### src/rtl/dcs_pkg.sv
// Package: shared encodings for the row skip pre-processor.
// Assumes: nothing beyond IEEE 1800-2017.
package dcs_pkg;

    // Transform direction carried alongside each row.
    typedef enum logic {
        XF_FORWARD = 1'b0,
        XF_INVERSE = 1'b1
    } xf_dir_e;

    // Width needed to hold a sum of N-1 absolute differences of W-bit signed samples.
    function automatic int sad_width(input int w, input int n);
        return w + 1 + $clog2(n - 1);
    endfunction

endpackage

### src/rtl/dcs_row_stats.sv
// Module: dcs_row_stats
// Computes, combinationally, whether the leading sample of a row is nonzero
// and the sum of absolute differences between neighbouring samples.
// Assumes: samples are signed two's complement, sample k at [k*W +: W];
// SAD_W is large enough for (N-1) * (2^W - 1).
module dcs_row_stats #(
    parameter int N     = 8,
    parameter int W     = 12,
    parameter int SAD_W = 16
) (
    input  logic [N*W-1:0]   row,
    output logic             lead_nz,
    output logic [SAD_W-1:0] sad
);

    logic [W:0] mag [N-1];

    // Leading term test on sample 0.
    assign lead_nz = |row[W-1:0];

    // One magnitude unit per neighbouring pair.
    for (genvar k = 0; k < N - 1; k++) begin : g_pair
        logic signed [W:0] lo_s;
        logic signed [W:0] hi_s;
        logic signed [W:0] diff;
        assign lo_s = {row[k*W + W-1], row[k*W +: W]};
        assign hi_s = {row[(k+1)*W + W-1], row[(k+1)*W +: W]};
        assign diff = hi_s - lo_s;
        // Absolute value, fits in W+1 bits because |diff| <= 2^W - 1.
        assign mag[k] = diff[W] ? (~diff + 1'b1) : diff;
    end

    // Accumulate the pair magnitudes at full width.
    always_comb begin
        sad = '0;
        for (int k = 0; k < N - 1; k++) begin
            sad = sad + {{(SAD_W-W-1){1'b0}}, mag[k]};
        end
    end

endmodule

### src/rtl/dcs_skip_decide.sv
// Module: dcs_skip_decide
// Applies the skip heuristic: an all-zero row, or a row with a nonzero
// leading sample whose difference sum is strictly below the threshold.
// Assumes: SAD_W > TH_W, threshold is unsigned.
module dcs_skip_decide #(
    parameter int SAD_W = 16,
    parameter int TH_W  = 12
) (
    input  logic             lead_nz,
    input  logic [SAD_W-1:0] sad,
    input  logic [TH_W-1:0]  threshold,
    output logic             skip
);

    logic [SAD_W-1:0] th_ext;
    logic             flat_zero;
    logic             below_th;

    assign th_ext = {{(SAD_W-TH_W){1'b0}}, threshold};

    // Evaluate both skip conditions and combine them.
    always_comb begin
        flat_zero = !lead_nz && (sad == '0);
        below_th  = lead_nz && (sad < th_ext);
        skip      = flat_zero || below_th;
    end

endmodule

### src/rtl/dcs_skip_counter.sv
// Module: dcs_skip_counter
// Counts skipped rows; wraps modulo 2^CNT_W.
// Assumes: inc is a single-cycle strobe per skipped row.
module dcs_skip_counter #(
    parameter int CNT_W = 16
) (
    input  logic             clk,
    input  logic             rst_n,
    input  logic             inc,
    output logic [CNT_W-1:0] count
);

    // Advance the count on each strobe, clear on reset.
    always_ff @(posedge clk) begin
        if (!rst_n)   count <= '0;
        else if (inc) count <= count + 1'b1;
    end

    assert_count_step_R9: assert property (@(posedge clk) disable iff (!rst_n)
        inc |=> (count == CNT_W'($past(count) + 1'b1)));

    assert_count_hold_R9: assert property (@(posedge clk) disable iff (!rst_n)
        !inc |=> $stable(count));

endmodule

### src/rtl/dct_row_skip.sv
// Module: dct_row_skip (top)
// Pre-processor in front of a 1D DCT/IDCT stage. Decides per row whether the
// transform may be skipped, zeroes skipped rows, and registers the result
// with one cycle of latency together with the skip flag and mode bit.
// Assumes: synchronous active-low reset; one row per valid cycle.
module dct_row_skip
    import dcs_pkg::*;
#(
    parameter int N     = 8,
    parameter int W     = 12,
    parameter int TH_W  = 12,
    parameter int CNT_W = 16
) (
    input  logic             clk,
    input  logic             rst_n,
    input  logic             in_valid,
    input  logic [N*W-1:0]   in_row,
    input  logic             mode,
    input  logic [TH_W-1:0]  threshold,
    output logic             out_valid,
    output logic [N*W-1:0]   out_row,
    output logic             out_skip,
    output logic             out_mode,
    output logic [CNT_W-1:0] skip_count
);

    localparam int SAD_W = sad_width(W, N);

    logic             lead_nz;
    logic [SAD_W-1:0] sad;
    logic             skip_now;
    xf_dir_e          dir_in;

    assign dir_in = xf_dir_e'(mode);

    dcs_row_stats #(.N(N), .W(W), .SAD_W(SAD_W)) u_stats (
        .row     (in_row),
        .lead_nz (lead_nz),
        .sad     (sad)
    );

    dcs_skip_decide #(.SAD_W(SAD_W), .TH_W(TH_W)) u_decide (
        .lead_nz   (lead_nz),
        .sad       (sad),
        .threshold (threshold),
        .skip      (skip_now)
    );

    dcs_skip_counter #(.CNT_W(CNT_W)) u_count (
        .clk   (clk),
        .rst_n (rst_n),
        .inc   (in_valid && skip_now),
        .count (skip_count)
    );

    // Output register: forward or zero the row, align flag and direction.
    always_ff @(posedge clk) begin
        if (!rst_n) begin
            out_valid <= 1'b0;
            out_row   <= '0;
            out_skip  <= 1'b0;
            out_mode  <= 1'b0;
        end else begin
            out_valid <= in_valid;
            if (in_valid) begin
                out_row  <= skip_now ? '0 : in_row;
                out_skip <= skip_now;
                out_mode <= (dir_in == XF_INVERSE);
            end
        end
    end

    assert_latency_R2: assert property (@(posedge clk) disable iff (!rst_n)
        in_valid |=> out_valid);

    assert_idle_R2: assert property (@(posedge clk) disable iff (!rst_n)
        !in_valid |=> !out_valid);

    assert_zeroed_R4: assert property (@(posedge clk) disable iff (!rst_n)
        (out_valid && out_skip) |-> (out_row == '0));

    assert_forward_R7: assert property (@(posedge clk) disable iff (!rst_n)
        (in_valid && !skip_now) |=> (out_row == $past(in_row)));

    assert_lead_zero_R5: assert property (@(posedge clk) disable iff (!rst_n)
        (in_valid && !lead_nz && sad != '0) |=> !out_skip);

    assert_mode_align_R8: assert property (@(posedge clk) disable iff (!rst_n)
        in_valid |=> (out_mode == $past(mode)));

endmodule

### config.mk
export PLATFORM = sky130hd
export DESIGN_NAME = dct_row_skip
export DESIGN_NICKNAME = d
export VERILOG_FILES = /design/src/rtl/dcs_pkg.sv /design/src/rtl/dcs_row_stats.sv /design/src/rtl/dcs_skip_decide.sv /design/src/rtl/dcs_skip_counter.sv /design/src/rtl/dct_row_skip.sv
export SDC_FILE = /design/constraint.sdc
export NUM_CORES = 1
export LEC_CHECK = 0
export BUFFER_PORTS_ARGS = -buffer_cell sky130_fd_sc_hd__buf_4
export CORE_MARGIN = 8
export CORE_UTILIZATION = 28
export CTS_BUF_LIST = sky130_fd_sc_hd__clkbuf_2
export DETAILED_ROUTE_END_ITERATION = 10
export PLACE_DENSITY = 0.48
export SLEW_MARGIN = 20
export SYNTH_ARGS = -nofsm -noshare
export SYNTH_HDL_FRONTEND = slang
export SYNTH_HIERARCHICAL = 1
export SYNTH_SLANG_ARGS = --single-unit
### constraint.sdc
create_clock -name clk -period 13.17 [get_ports clk]
set_input_delay 0.6585 -clock clk [delete_from_list [all_inputs] [get_ports clk]]
set_output_delay 0.6585 -clock clk [all_outputs]
set_load 0.03 [all_outputs]
### Yosys cells after proc, flatten, opt, wreduce, memory -nomap -nowiden

Index checks and enable logic that the tools add are counted.

| operators by class | value |
|---|---|
| $add $sub $neg | 21 |
| order comparisons | 1 |
| multiplexer cells | 8 |
| bitwise gates (word level) | 7 |
| reductions and logical operators | 7 |

Operator list:

| operator | count |
|---|---|
| 2-to-1 mux 96 bit | 1 |
| adder 13 x 1 -> 13 bit, second input constant | 7 |
| 2-to-1 mux 13 bit | 7 |
| inverter 13 bit | 7 |
| subtractor 12 x 12 -> 13 bit | 7 |
| adder 16 x 13 -> 16 bit | 5 |
| adder 16 x 1 -> 16 bit, second input constant | 1 |
| zero test 16 bit | 1 |
| < comparator 16 x 12 -> 1 bit | 1 |
| adder 13 x 13 -> 14 bit | 1 |
| OR reduction 12 bit | 1 |
| logical AND 1 bit | 3 |
| zero test 1 bit | 1 |
| logical OR 1 bit | 1 |

| storage, ports and cells | value |
|---|---|
| flip-flop bits (word level) | 115 |
| bits of input ports | 112 |
| output and inout bits | 115 |

### Depth between registers and ports, before layout

Gate-level depths: netlist of run 1.

| depth | value |
|---|---|
| word-level depth | 14 |
| mapped depth | 40 |

### Hierarchy

The synthesis of run 1 kept the hierarchy.

Modules (own cells, without submodules):

| module | instances | cells an instance | area each (sq um) | seq. area each (sq um) |
|---|---|---|---|---|
| dcs_row_stats | 1 | 1,067 | 7,997.7 | 0.0 |
| dct_row_skip | 1 | 437 | 3,892.5 | 1,981.9 |
| dcs_skip_counter | 1 | 83 | 744.5 | 320.3 |
| dcs_skip_decide | 1 | 46 | 330.3 | 0.0 |

### Worst setup path after synthesis of run 1

Ideal clock, no wire load.

| timing path | value |
|---|---|
| kind | input-to-reg |
| from | input in_row[72] |
| to | register u_count.count[13] |
| setup time | 0.070 ns |
| data arrival time | 8.722 ns |
| setup slack | 4.379 ns |
| stages | 36 |
| buffers on the path | 1 |
| path through | inv_1 ha_1 fa_1 nand2b_1 a21oi_1 nor3_1 o31ai_1 a21oi_1 nor3_1 clkbuf_1 nor2_1 xnor2_1 fa_1 fa_1 fa_1 inv_1 fa_1 inv_1 fa_1 a21o_1 a21oi_1 o21bai_1 a21o_1 a21oi_1 o21ai_0 o41ai_1 o21ai_0 nor4_4 o2111ai_1 a211oi_1 or3_1 and2_4 nand4_4 nor4_4 or3b_1 a21oi_1 |

| on the way | value |
|---|---|
| cells in the longest elaborated chain, start to end | 10 |
| elaborated cells between the ends (all ways) | 16 |
| those cells by class | 6 x add/sub; 1 x order compare; 2 x mux; 2 x bitwise; 5 x reduce/logical |

Ends and longest elaborated chain:

| what | line | source |
|---|---|---|
| start, declared | dct_row_skip.sv:17 | `input logic [N*W-1:0] in_row,` |
| subtractor 12 x 12 -> 13 bit | dcs_row_stats.sv:28 | `assign diff = hi_s - lo_s;` |
| inverter 13 bit | dcs_row_stats.sv:30 | `assign mag[k] = diff[W] ? (~diff + 1'b1) : diff;` |
| adder 13 x 1 -> 13 bit | dcs_row_stats.sv:30 |  |
| 2-to-1 mux 13 bit | dcs_row_stats.sv:30 |  |
| adder 16 x 13 -> 16 bit | dcs_row_stats.sv:37 | `sad = sad + {{(SAD_W-W-1){1'b0}}, mag[k]};` |
| adder 16 x 13 -> 16 bit * | dcs_row_stats.sv:37 |  |
| named net sad[15] | dct_row_skip.sv:30 | `logic [SAD_W-1:0] sad;` |
| < comparator 16 x 12 -> 1 bit / zero test 16 bit (equally long branches) | dcs_skip_decide.sv:24, dcs_skip_decide.sv:23 |  |
| logical AND 1 bit, on equally long branches | dcs_skip_decide.sv:24, dcs_skip_decide.sv:23 |  |
| logical OR 1 bit * | dcs_skip_decide.sv:25 | `skip = flat_zero \|\| below_th;` |
| named net skip_now | dct_row_skip.sv:31 | `logic skip_now;` |
| logical AND 1 bit * | dct_row_skip.sv:52 | `.inc (in_valid && skip_now),` |
| end signal, assigned | dcs_skip_counter.sv:16 | `else if (inc) count <= count + 1'b1;` |
| end, declared | dcs_skip_counter.sv:10 | `output logic [CNT_W-1:0] count` |

The timed path passes the listed nets; every way through them passes the cells marked *.
A chain may end at the register's enable or synchronous reset.

### Worst setup path after layout of run 1

| timing path | value |
|---|---|
| from | input in_row[24] |
| to | register out_row[63] |

| on the way | value |
|---|---|
| cells in the longest elaborated chain, start to end | 14 |
| elaborated cells between the ends (all ways) | 20 |
| those cells by class | 10 x add/sub; 1 x order compare; 3 x mux; 2 x bitwise; 4 x reduce/logical |

Ends and longest elaborated chain:

| what | line | source |
|---|---|---|
| subtractor 12 x 12 -> 13 bit | dcs_row_stats.sv:28 |  |
| inverter 13 bit | dcs_row_stats.sv:30 |  |
| adder 13 x 1 -> 13 bit | dcs_row_stats.sv:30 |  |
| 2-to-1 mux 13 bit | dcs_row_stats.sv:30 |  |
| adder 13 x 13 -> 14 bit | dcs_row_stats.sv:37 |  |
| adder 16 x 13 -> 16 bit * (5 in a row) | dcs_row_stats.sv:37 |  |
| named net sad[15] | dct_row_skip.sv:30 |  |
| < comparator 16 x 12 -> 1 bit / zero test 16 bit (equally long branches) | dcs_skip_decide.sv:24, dcs_skip_decide.sv:23 |  |
| logical AND 1 bit, on equally long branches | dcs_skip_decide.sv:24, dcs_skip_decide.sv:23 |  |
| logical OR 1 bit * | dcs_skip_decide.sv:25 |  |
| named net skip_now | dct_row_skip.sv:31 |  |
| 2-to-1 mux 96 bit * | dct_row_skip.sv:66 | `out_row <= skip_now ? '0 : in_row;` |
| end signal, assigned | dct_row_skip.sv:66 |  |
| end, declared | dct_row_skip.sv:21 | `output logic [N*W-1:0] out_row,` |

Marks and branches as above.

==> impl_metrics.tcl, run 1 <==
set metrics [dict create \
    status "finished clean" \
    finalCriticalPeriod_ns 9.59 \
    start_util_pct 28.1 \
    cts_setup_buffers 0 \
    rows 79 \
    synth_area_leader_cell "dfxtp_1" \
    worst_hold_slack_ns 0.447 \
    setup_viol 0 \
    hold_viol 0 \
    yosys_most_used_dff "dfxtp_1" \
    root_buffer "clkbuf_2" \
    cts_hold_buf 133 \
    vias 12200 \
    ys_seq_area_share_pct 17.8 \
    drive_above_1_share_pct 15.2 \
    hold_class "in -> reg" \
    grt_max_degree 102 \
    yosys_warnings 6 \
    antenna_found_initial 2 \
    relSlewSlack_pct 34.6 \
    totalWireLength_um 42100 \
    drc 0 \
    final_nets 2259 \
    clk_latency_ns 0.94 \
    die_x_um 231 \
    crit_path_frequent_cell "fa_1" \
    path_clk_slew_ns 0.16 \
    maxCapViolations 0 \
    synth_edf_count 0 \
    critPathLaunchType "input pin" \
    finalMaxSlewViolations 0 \
    grt_pass1_wl_um 66500 \
    final_common_cell "buf_4" \
    drt-initial-drc-count 610 \
    cp_data_arrival_time_ns 10.39 \
    grt.overflow.total 0 \
    grt_pass1_vias 12200 \
    syn2layout_area_growth_pct 28.5 \
    vias_per_cell 4.72 \
    cts-resized-gates 0 \
    fin_crit_sh_pct 72.8 \
    synth.top_cell.area_share_pct 17.8 \
    clock_skew_ns 0.0194 \
    post-route-util_pct 36.1 \
    detail-route-antenna-nets 0 \
    fmax_mhz 104 \
    worst_slew_pin_slew_ns 0.982 \
    syn-num-nets 1936 \
    worstSetupEndpointType "register" \
    die_h_um 231 \
    track_usage_pct 15.7 \
    hpwl_um 33700 \
    cp_data_required_time_ns 13.97 \
    crit_fanout 59 \
    h-tree-depth 4 \
    die_area_mm2 0.0534 \
    slowest_delay_ns 0.66 \
    rsz0062_at_grt "no" \
    synth.distinct_cells 82 \
    async_flop_share_pct 0 \
    final_cell_mix "229 x buf_4, 195 x inv_1, 166 x nand2_1" \
    synth_area_mm2 0.0130 \
    yosys-top-cells-area "dfxtp_1 18%, ha_1 12%, fa_1 11%" \
    clock_path_buffers 2 \
    core_mm2 0.0462 \
    dr.pass1.iters 5 \
    avgRoutedWirePerCell_um 16.3 \
    crit_type "in -> reg" \
    numCtsBuffers 17 \
    avgSynthCellArea_um2 7.94 \
    cts_tree "built" \
    io-pin-count 227 \
    routabilityCongestion 0.803 \
    synth_cells 1633 \
    crit_slowest_cell "o22ai_1" \
    ys_seq_elements 115 \
    finalSetupTns_ns 0 \
    cts.sinks 115 \
    numPortBuffers 226 \
]
## worst paths after layout
| path | to | cells after the start | from | slack (ns) |
|---|---|---|---|---|
| setup / recovery | out_row[63]$_SDFFE_PN0P_ | 36 | in_row[24] | 3.58 |
| hold / removal | out_valid$_SDFF_PN0_ | 2 | in_valid | 0.45 |
| setup reg to reg | u_count/count[15]$_SDFFE_PN0P_ | 4 | u_count/count[5]$_SDFFE_PN0P_ | 11.37 |
| hold reg to reg | out_row[30]$_SDFFE_PN0P_ | 2 | out_row[30]$_SDFFE_PN0P_ | 0.48 |
## sequential cells by signal, indices dropped and copies added (netlist names)
| register | flops |
|---|---|
| out_row | 96 |
| u_count/count | 16 |
| out_mode | 1 |
| out_skip | 1 |
| out_valid | 1 |
## cells in the mapped netlist (21+ instances only)
| cell type | number |
|---|---|
| a21o_1 | 21 |
| a21oi_1 | 58 |
| buf_2 | 26 |
| dfxtp_1 | 115 |
| fa_1 | 70 |
| ha_1 | 121 |
| inv_1 | 195 |
| nand2_1 | 166 |
| nand3_1 | 32 |
| nand3b_1 | 105 |
| nor2_1 | 103 |
| nor3_1 | 36 |
| o21ai_0 | 41 |
| o21ai_1 | 97 |
| xnor2_1 | 100 |
| xor2_1 | 55 |
## stage by stage
| stage | setup WS [ns] | cells | instance area (µm²) |
|---|---|---|---|
| 6_report | 3.58 | 2579 | 16700 |
| 5_1_grt | 2.88 | 2579 | 16700 |
| 4_1_cts | 3.65 | 2576 | 16700 |
| 3_5_place_dp | 3.01 | 2411 | 15100 |
| 3_3_place_gp | 3.20 | 2411 | 15100 |
| 2_1_floorplan | 4.38 | 1633 | 13000 |
## worst max-delay path, delay by kind of cell
kind | cells | cell delay (ns)
AO/OA/AOI/OAI | 15 | 3.63
adder cells (fa/ha/maj) | 7 | 3.02
buffers and inverters | 7 | 1.54
AND/OR/NAND/NOR | 6 | 1.29
XOR/XNOR | 1 | 0.16
## final cells by class
type	count	area (µm²)
diodes	3	7.51
clock inverters	12	115
inverters	195	732
well taps	607	759
repair buffers	363	3060
fillers	4787	29500
multi-input cells	1264	9580
clock buffers	20	100
flip-flops and latches	115	2300
## kinds of logic (layout without fill, tap and decap cells)
kind of cell / after synthesis / after routing / synth area share (%)
compound gates: 344 / 344 / 17.0
xor+xnor: 155 / 155 / 10.5
fa+ha+maj: 191 / 191 / 22.5
buf+inv: 254 / 590 / 8.33
flops: 115 / 115 / 17.8
mux: 10 / 10 / 0.791
other cells: 0 / 3 / 0
simple gates: 564 / 564 / 23.2
## metal layers
layer,track usage [%],vias up,part of all wire [%]
li1,-,6237,-
met1,20.3,5708,48
met2,26.2,198,47
met3,3.24,32,3.4
met4,4.26,0,1.5
met5,0,-,0
Power of run 1 is left out: the tool's default activity adds up to more than one toggle a clock period on the data nets, which glitch-free logic cannot reach.
==> run 2: changes to the inputs <==
Clock period 13.17 ns to 9.4 ns, I/O delays scaled along.
==> run 2 against run 1 <==
- clock skew down 0.0064 ns
- final cell count up 2.3%
- critical path depth up 2
- flip-flop and latch count unchanged
- utilization up 1.5 points
- worst hold slack worse by 0.21 ns
- die area unchanged
- via count up 3.8%
- cell area up 4.1%
==> impl_metrics.tcl, run 2 (synthesis gave the netlist of run 1 again) <==
set metrics [dict create \
    status "finished clean" \
    antenna_found_initial 2 \
    setup.worst_path.start "in_row[48]" \
    syn2layout_area_growth_pct 33.8 \
    hold_start "in_valid" \
    maxCapViolations 0 \
    r2r_start "u_count/count[5]$_SDFFE_PN0P_" \
    crit_fanout 48 \
    fmax_mhz 113 \
    numCtsBuffers 17 \
    final_nets 2320 \
    final.fill_count 4783 \
    dpl_cell_area_mm2 0.0151 \
    finalSetupTns_ns 0 \
    fin_crit_sh_pct 94.0 \
    finalMaxSlewViolations 0 \
    crit_slowest_cell "fa_1" \
    start_util_pct 28.1 \
    track_usage_pct 16.5 \
    die_x_um 231 \
    dr.pass1.iters 5 \
    clock_skew_ns 0.0130 \
    path_delay_family "adder cells" \
    ff2ff_setup_slack_ns 7.60 \
    reg_top3 "out_row x96, u_count/count x16" \
    largest_register_ffs 96 \
    numPortBuffers 226 \
    rows 79 \
    core_mm2 0.0462 \
    grt_pass1_wl_um 69900 \
    clk_latency_ns 0.95 \
    grt.overflow.total 0 \
    cts.sinks 115 \
    fin_area_mm2 0.0174 \
    hpwl_um 34000 \
    worst_hold_slack_ns 0.241 \
    detail-route-antenna-nets 0 \
    critPathLaunchType "input pin" \
    fin_cells 2639 \
    cts_setup_buffers 0 \
    io-pin-count 227 \
    die_area_mm2 0.0534 \
    worstSetupEndpointType "register" \
    h-tree-depth 4 \
    cts_tree "built" \
    vias 12600 \
    totalWireLength_um 44500 \
    hold_viol 0 \
    placed_cells 2415 \
    cp_data_arrival_time_ns 9.74 \
    cp_data_required_time_ns 10.30 \
    crit_type "in -> reg" \
    finalCriticalPeriod_ns 8.84 \
    drc 0 \
    root_buffer "clkbuf_2" \
    slowest_delay_ns 0.59 \
    path_clk_slew_ns 0.18 \
    worst_slew_pin_slew_ns 1.01 \
    die_h_um 231 \
    routabilityCongestion 0.837 \
    avgRoutedWirePerCell_um 16.9 \
    relSlewSlack_pct 32.6 \
    setup_viol 0 \
    cp_num_buf_inv 8 \
    crit_path_frequent_cell "fa_1" \
    grt_max_degree 103 \
    drt-initial-drc-count 771 \
    grt_pass1_vias 12800 \
    regMostFlops "out_row" \
    vias_per_cell 4.79 \
    hold_class "in -> reg" \
    final_cell_mix "232 x buf_4, 195 x inv_1, 189 x dlygate4sd3_1" \
    final_common_cell "buf_4" \
    clock_path_buffers 2 \
    drive_above_1_share_pct 15.0 \
]
-- run 2: changes by cell type in the layout (fill, tap and decap cells not counted), sizes merged --
cell and delta:
dlygate4sd3 +56, buf +4, bufinv +2, clkinv -2, clkbuf +1, clkinvlp -1
-- run 2: worst paths after layout --
kind	cells after the start	end
worst min register to register	2	out_row[54]$_SDFFE_PN0P_
worst max register to register	4	u_count/count[14]$_SDFFE_PN0P_
worst max-delay path	38	out_row[82]$_SDFFE_PN0P_
worst min-delay path	2	out_valid$_SDFF_PN0_
-- run 2: layer usage --
layer / global-route usage (%) / part of all wire, %
met3: 3.09 / 3.8
met4: 5.42 / 2.0
met2: 27.8 / 48
met5: 0 / 0
met1: 21.1 / 46
-- run 2: layout make-up --
type | count | area [µm²] | area share [%]
multi-input combinational | 1264 | 9590 | 55.3
timing repair buffer | 424 | 3700 | 21.3
sequential | 115 | 2300 | 13.3
tap | 607 | 759 | 4.38
inverter | 195 | 732 | 4.22
clock inverter | 11 | 161 | 0.930
clock buffer | 20 | 100 | 0.577
antenna | 3 | 7.51 | 0.0433
-- run 2: timing repair --
item,in CTS,in global routing
resized for setup,0,2
hold buffers,189,0
setup endpoints to repair,0,47
hold endpoints to repair,102,0
-- run 2: through the flow --
stage	utilization, %	setup slack, ns
after floorplan	-	0.797
after global placement	32.8	0.255
after detailed placement	32.8	0.176
after CTS	37.5	0.584
after global routing	37.6	-0.00512
final	37.6	0.561
Power of run 2 is left out for the same reason.
